===== src/rtl/cfgcell_pkg.sv =====
package cfgcell_pkg;
  typedef enum logic [1:0] {
    CELL_LOOKUP = 2'b00,
    CELL_RAM    = 2'b01,
    CELL_SHIFT  = 2'b10,
    CELL_RSVD   = 2'b11
  } cell_mode_e;
endpackage


===== src/rtl/cfgcell_ctl.sv =====
module cfgcell_ctl
  import cfgcell_pkg::*;
(
  input  logic       clk,
  input  logic       rst_n,
  input  logic [1:0] mode_sel,
  input  logic       wr_en,
  output logic       wr_stb,
  output logic       sh_stb
);
  cell_mode_e mode;

  assign mode   = cell_mode_e'(mode_sel);
  assign wr_stb = (mode == CELL_RAM)   && wr_en;
  assign sh_stb = (mode == CELL_SHIFT) && wr_en;

  // lookup and reserved codes never raise an update strobe
  assert_lookup_quiet_R3: assert property (@(posedge clk) disable iff (!rst_n)
    (mode_sel == 2'b00 || mode_sel == 2'b11) |-> (!wr_stb && !sh_stb));

  assert_single_strobe_R5: assert property (@(posedge clk) disable iff (!rst_n)
    $onehot0({wr_stb, sh_stb}));
endmodule


===== src/rtl/cfgcell_store.sv =====
module cfgcell_store #(
  parameter int ADDR_W = 4,
  parameter logic [(1<<ADDR_W)-1:0] INIT = '0
) (
  input  logic                     clk,
  input  logic                     rst_n,
  input  logic                     wr_stb,
  input  logic                     sh_stb,
  input  logic                     din,
  input  logic [ADDR_W-1:0]        addr,
  output logic [(1<<ADDR_W)-1:0]   bits
);
  localparam int DEPTH = 1 << ADDR_W;
  localparam logic [DEPTH-1:0] ONE = {{(DEPTH-1){1'b0}}, 1'b1};

  function automatic logic [DEPTH-1:0] put_bit(input logic [DEPTH-1:0] v,
                                               input logic [ADDR_W-1:0] a,
                                               input logic d);
    logic [DEPTH-1:0] r;
    r    = v;
    r[a] = d;
    return r;
  endfunction

  function automatic logic [DEPTH-1:0] push_up(input logic [DEPTH-1:0] v,
                                               input logic d);
    return {v[DEPTH-2:0], d};
  endfunction

  logic [DEPTH-1:0] keep_mask;
  assign keep_mask = ~(ONE << addr);

  always_ff @(posedge clk or negedge rst_n) begin
    if (!rst_n)      bits <= INIT;
    else if (sh_stb) bits <= push_up(bits, din);
    else if (wr_stb) bits <= put_bit(bits, addr, din);
  end

  assert_ram_target_R5: assert property (@(posedge clk) disable iff (!rst_n)
    wr_stb |=> bits[$past(addr)] == $past(din));

  assert_ram_others_R5: assert property (@(posedge clk) disable iff (!rst_n)
    wr_stb |=> ((bits ^ $past(bits)) & $past(keep_mask)) == '0);

  assert_shift_move_R7: assert property (@(posedge clk) disable iff (!rst_n)
    sh_stb |=> (bits[0] == $past(din)) && (bits[DEPTH-1:1] == $past(bits[DEPTH-2:0])));

  // no strobe means the array holds
  assert_idle_hold_R8: assert property (@(posedge clk) disable iff (!rst_n)
    (!wr_stb && !sh_stb) |=> $stable(bits));
endmodule


===== src/rtl/cfgcell_tap.sv =====
module cfgcell_tap #(
  parameter int ADDR_W = 4
) (
  input  logic [(1<<ADDR_W)-1:0] bits,
  input  logic [ADDR_W-1:0]      addr,
  output logic                   lut_out,
  output logic                   casc_out
);
  localparam int DEPTH = 1 << ADDR_W;

  function automatic logic pick(input logic [DEPTH-1:0] v,
                                input logic [ADDR_W-1:0] a);
    return v[a];
  endfunction

  assign lut_out  = pick(bits, addr);
  assign casc_out = bits[DEPTH-1];
endmodule


===== src/rtl/cfgcell_fgen.sv =====
module cfgcell_fgen #(
  parameter int ADDR_W = 4,
  parameter logic [(1<<ADDR_W)-1:0] INIT = '0
) (
  input  logic              clk,
  input  logic              rst_n,
  input  logic [1:0]        mode_sel,
  input  logic              wr_en,
  input  logic              din,
  input  logic [ADDR_W-1:0] addr,
  output logic              lut_out,
  output logic              casc_out
);
  localparam int DEPTH = 1 << ADDR_W;

  logic             wr_stb;
  logic             sh_stb;
  logic [DEPTH-1:0] bits;

  cfgcell_ctl u_ctl (
    .clk      (clk),
    .rst_n    (rst_n),
    .mode_sel (mode_sel),
    .wr_en    (wr_en),
    .wr_stb   (wr_stb),
    .sh_stb   (sh_stb)
  );

  cfgcell_store #(.ADDR_W(ADDR_W), .INIT(INIT)) u_store (
    .clk    (clk),
    .rst_n  (rst_n),
    .wr_stb (wr_stb),
    .sh_stb (sh_stb),
    .din    (din),
    .addr   (addr),
    .bits   (bits)
  );

  cfgcell_tap #(.ADDR_W(ADDR_W)) u_tap (
    .bits     (bits),
    .addr     (addr),
    .lut_out  (lut_out),
    .casc_out (casc_out)
  );

  // after a shift the cascade bit is the old bit below it
  assert_casc_chain_R10: assert property (@(posedge clk) disable iff (!rst_n)
    sh_stb |=> casc_out == $past(bits[DEPTH-2]));

  // reserved code keeps the cascade bit steady
  assert_rsvd_hold_R4: assert property (@(posedge clk) disable iff (!rst_n)
    (mode_sel == 2'b11) |=> $stable(casc_out));
endmodule


===== config.mk =====
export PLATFORM = sky130hd
export DESIGN_NAME = cfgcell_fgen
export DESIGN_NICKNAME = d
export VERILOG_FILES = /design/src/rtl/cfgcell_pkg.sv /design/src/rtl/cfgcell_ctl.sv /design/src/rtl/cfgcell_store.sv /design/src/rtl/cfgcell_tap.sv /design/src/rtl/cfgcell_fgen.sv
export SDC_FILE = /design/constraint.sdc
export NUM_CORES = 1
export LEC_CHECK = 0
export ABC_AREA = 0
export BUFFER_PORTS_ARGS = -buffer_cell sky130_fd_sc_hd__buf_2
export CAP_MARGIN = 30
export CORE_UTILIZATION = 45
export CTS_CLUSTER_DIAMETER = 40
export DETAILED_ROUTE_END_ITERATION = 8
export PLACE_DENSITY = 0.7
export RECOVER_POWER = 100
export REMOVE_ABC_BUFFERS = 1
export SYNTH_ARGS = -nofsm -noshare
export SYNTH_HDL_FRONTEND = slang
export SYNTH_SLANG_ARGS = --single-unit
export TNS_END_PERCENT = 100

===== constraint.sdc =====
create_clock -name clk -period 1.9 [get_ports clk]
set_clock_uncertainty 0.15 [all_clocks]
set_input_delay 0.285 -clock clk [delete_from_list [all_inputs] [get_ports clk]]
set_output_delay 0.285 -clock clk [all_outputs]
set_load 0.005 [all_outputs]

==> reports/qor.log <==
[worst_setup_path] worst flop-to-flop path endpoint u_store.bits[0]$_DFFE_PN0P_
[floorplan] die span in x 49.22 um
[sta] Worst Setup Slack, final -0.06750 ns
[clock_tree] number of buffers created by CTS 3
[finish] design area 1119 um2
[worst_hold_path] hold endpoint u_store.bits[0]$_DFFE_PN0P_
[finish] number of flip-flops under the largest register name 16
[sta] minimum clock period 1.967 ns
[route] 1st-iter DRT viols 26
[status] outcome finished with violations
[global_routing] first-pass GRT wire length 4.229 mm
[synthesis] number of warning messages in the yosys log 0
[clock_tree] Clock Pin Slew Worst Setup and Hold Paths 0.09 ns
[synthesis] number of synthesized flops with an enable pin 0
[worst_setup_path] standard cell with the maximum stage delay on the critical path sky130_fd_sc_hd__mux4_2
[floorplan] vertical extent of the die 49.22 um
[sta] Fin. Hold Viols 0
[worst_setup_path] critical path startpoint category register
[worst_setup_path] Setup Crit Path Kind register to primary output
[floorplan] Floorplan Core Area 2022 um2
[route] ratio of routed vias to standard cells 6.681
[worst_hold_path] hold path depth 2
[route] first-pass iteration count of the detailed router 4
[sta] max-slew headroom at the worst pin 43.45%
[finish] largest registers u_store.bits: 16 flops
[clock_tree] CTS HTree Levels 1
[sta] transition time at the pin with the least slew margin 0.8482 ns
[global_routing] number of global-route vias before repair 907
[synthesis] FF+latch count, synth 16
[finish] count of non-filler cells in the finished layout 138
[worst_setup_path] CP Cell Sequence mux4_2 > a22oi_2 > nand3_1 > buf_2
[route] DR WL/cell 17.30 um
[sta] post-route clock period utilization 103.6%
[clock_tree] clock tree from TritonCTS yes
[route] via count 922
[placed_design] number of cells in the design after placement 132
[global_routing] total global routing track utilization 22.94%
[floorplan] Die Outline Area 2423 um2
[synthesis] count of mapped cells out of synthesis 98
[worst_setup_path] reg2reg setup slack 0.86 ns
[sta] Max Slew Vio Count 0
[job] max-cap check violation count 0
[clock_tree] clock sink total 16
[sta] achievable frequency 508.3 MHz
[synthesis] number of unique standard cell types used by synthesis 29
[worst_setup_path] top fanout value on the critical path 3
[synthesis] share of the yosys chip area belonging to registers 39.90%
[clock_tree] maximum count of clock buffers along a single path 2
[pwr] Worst VDD drop 0.0004145 V
[placed_design] weighted congestion at the end of routability-driven global placement 0.9086
[clock_tree] clock latency on the worst-skew pair 0.28 ns
[route] DRC viols 0
[worst_setup_path] highest cell delay on the worst timing path 0.47 ns
[worst_setup_path] required time reported for the critical path endpoint 1.46 ns
[synthesis] top_reg_cell synth sky130_fd_sc_hd__dfrtp_1
[finish] Post-layout nets 123
[worst_setup_path] crit path capture type primary output
[synthesis] summed instance area of the synthesized netlist 1003 um2
[route] final wirelength 2.387 mm
[status] violated checks negative setup slack
[worst_hold_path] Min-Delay Startpoint din
[worst_setup_path] FF-to-FF Start u_store.bits[0]$_DFFE_PN0P_
[synthesis] Avg Synthesized Cell Area 10.24 um2
[floorplan] Cell Rows 16
[pwr] P per Cell Area 826.2 nW/um2
[floorplan] effective utilization at floorplan 49.63%
[synthesis] ys async rst share 100.0%
[global_routing] final global-route overflow total 0
[placed_design] port bufs 11
[floorplan] top-level I/O count 12
[finish] number of antenna cells inserted 0
[finish] layout overhead on the synthesized area 11.47%
[finish] fraction of layout instances using a drive strength above 1 18.92%
[placed_design] post-placement cell area 1070 um2
[worst_setup_path] R2R cell count 2
[clock_tree] Clock Tree Root sky130_fd_sc_hd__clkbuf_4
[worst_hold_path] path type of the worst min-delay path primary input to register
[sta] final number of setup-violating endpoints 1
[pwr] Static Leak 0.4329 nW
[placed_design] detailed placer's ending HPWL 1.736 mm
[global_routing] largest net degree at the start of global routing 17
[sta] unrepaired setup endpoints after global routing true
[route] residual antenna-violating net count after detailed routing 0
[finish] largest register by flop count u_store.bits
[global_routing] antenna violations before repair 0
[worst_setup_path] endpoint arrival time on the critical path 1.53 ns
## synthesized netlist by cell type, drive strengths merged (2+ instances only)
cell    instances  area, um2
nand2          23      86.33
dfrtp          16      400.4
o211ai         12      90.09
o311ai         12      105.1
mux4            4      97.59
buf             3      21.27
inv             3      11.26
nand3           3      15.01
o221ai          3      26.28
a311o           2      21.27
clkbuf          2      8.750
nand2b          2      12.51
nor2b           2      12.51
## area by class of cell
| class | count | area (um2) |
|---|---|---|
| Inverter | 3 | 11.26 |
| Sequential cell | 16 | 400.4 |
| Multi-Input combinational cell | 74 | 566.8 |
| Timing Repair Buffer | 15 | 83.83 |
| Clock buffer | 3 | 22.52 |
| Tap cell | 27 | 33.78 |
| Fill cell | 185 | 903.4 |
## where the power goes
group	internal [mW]	switching, mW	leakage (nW)
clock network	0.0736	0.101	0.0138
registers	0.427	0.0622	0.210
logic	0.141	0.120	0.210
## metal layers
| metal | part of all wire (%) | global-route usage (%) | wire length [um] | up-vias |
|---|---|---|---|---|
| met2 | 46 | 31.05 | 1100 | 54 |
| met3 | 9.6 | 4.050 | 228 | 10 |
| li1 | - | - | - | 427 |
| met4 | 2.3 | 13.73 | 56 | 0 |
| met1 | 42 | 33.60 | 1002 | 431 |
| met5 | 0 | 0 | 0 | - |
## stage by stage
step / TNS [ns] / setup WS, ns / power (mW) / utilization, % / hold WS (ns)
CTS: -0.07997 / -0.07997 / 0.9198 / 54.89 / 0.1689
finish: -0.06750 / -0.06750 / 0.9241 / 55.32 / 0.1710
global route: -0.1089 / -0.1089 / 0.9896 / 55.32 / 0.1836
floorplan: 0 / 0.3943 / 0.6452 / - / -0.1606
global placement: 0 / 0.09991 / 0.7371 / 52.91 / 0.06343
detailed placement: 0 / 0.07934 / 0.7400 / 52.91 / 0.06489
## cells by family after synthesis
logic type / synth area share (%)
multiplexers: 10.85
buffers and inverters: 4.114
AO/OA/AOI/OAI: 25.56
flip-flops: 39.90
AND/OR/NAND/NOR: 19.58
## layout by cell type (no fill, tap or decap)
cell type                        n
sky130_fd_sc_hd__a22oi_2         1
sky130_fd_sc_hd__a311o_1         1
sky130_fd_sc_hd__a311o_2         1
sky130_fd_sc_hd__a31oi_1         1
sky130_fd_sc_hd__and3_1          1
sky130_fd_sc_hd__and3b_1         1
sky130_fd_sc_hd__and4b_2         1
sky130_fd_sc_hd__and4bb_2        1
sky130_fd_sc_hd__buf_2           8
sky130_fd_sc_hd__buf_4           3
sky130_fd_sc_hd__clkbuf_1        3
sky130_fd_sc_hd__clkbuf_4        3
sky130_fd_sc_hd__dfrtp_1        16
sky130_fd_sc_hd__dlygate4sd3_1   1
sky130_fd_sc_hd__inv_1           3
sky130_fd_sc_hd__mux2_2          1
sky130_fd_sc_hd__mux4_1          2
sky130_fd_sc_hd__mux4_2          2
sky130_fd_sc_hd__nand2_1        23
sky130_fd_sc_hd__nand2b_1        2
sky130_fd_sc_hd__nand3_1         3
sky130_fd_sc_hd__nand3b_1        1
sky130_fd_sc_hd__nand4b_1        1
sky130_fd_sc_hd__nand4bb_1       1
sky130_fd_sc_hd__nor2_1          1
sky130_fd_sc_hd__nor2b_1         2
sky130_fd_sc_hd__o211ai_1       12
sky130_fd_sc_hd__o221ai_1        3
sky130_fd_sc_hd__o311ai_0       12
## worst max-delay path by stage
| stage | slack, ns | startpoint | endpoint | cells after the start |
|---|---|---|---|---|
| after CTS | -0.08 | u_store.bits[3]$_DFFE_PN0P_ | lut_out | 4 |
| final | -0.07 | u_store.bits[1]$_DFFE_PN0P_ | lut_out | 4 |
| after detailed placement | 0.08 | addr[0] | lut_out | 5 |
| after global placement | 0.1 | addr[0] | lut_out | 5 |
| after floorplan | 0.39 | u_store.bits[3]$_DFFE_PN0P_ | lut_out | 3 |
| after global routing | -0.11 | u_store.bits[1]$_DFFE_PN0P_ | lut_out | 4 |
## critical path: cells and delay by family, from the launching register on
kind	cells	cell delay, ns
buffers and inverters	1	0.12
AO/OA/AOI/OAI	1	0.16
AND/OR/NAND/NOR	1	0.08
flip-flops	1	0.41
multiplexers	1	0.47
## what timing repair did
| action | 4_1_cts | 5_1_grt |
|---|---|---|
| hold buffers | 1 | 0 |
| buffers inserted | 1 | 1 |
| resized for setup | 0 | 1 |
| setup endpoints to repair | 1 | 1 |
| endpoints found under the hold margin | 16 | 0 |
Note: power is estimated with default switching activity, not from simulation.
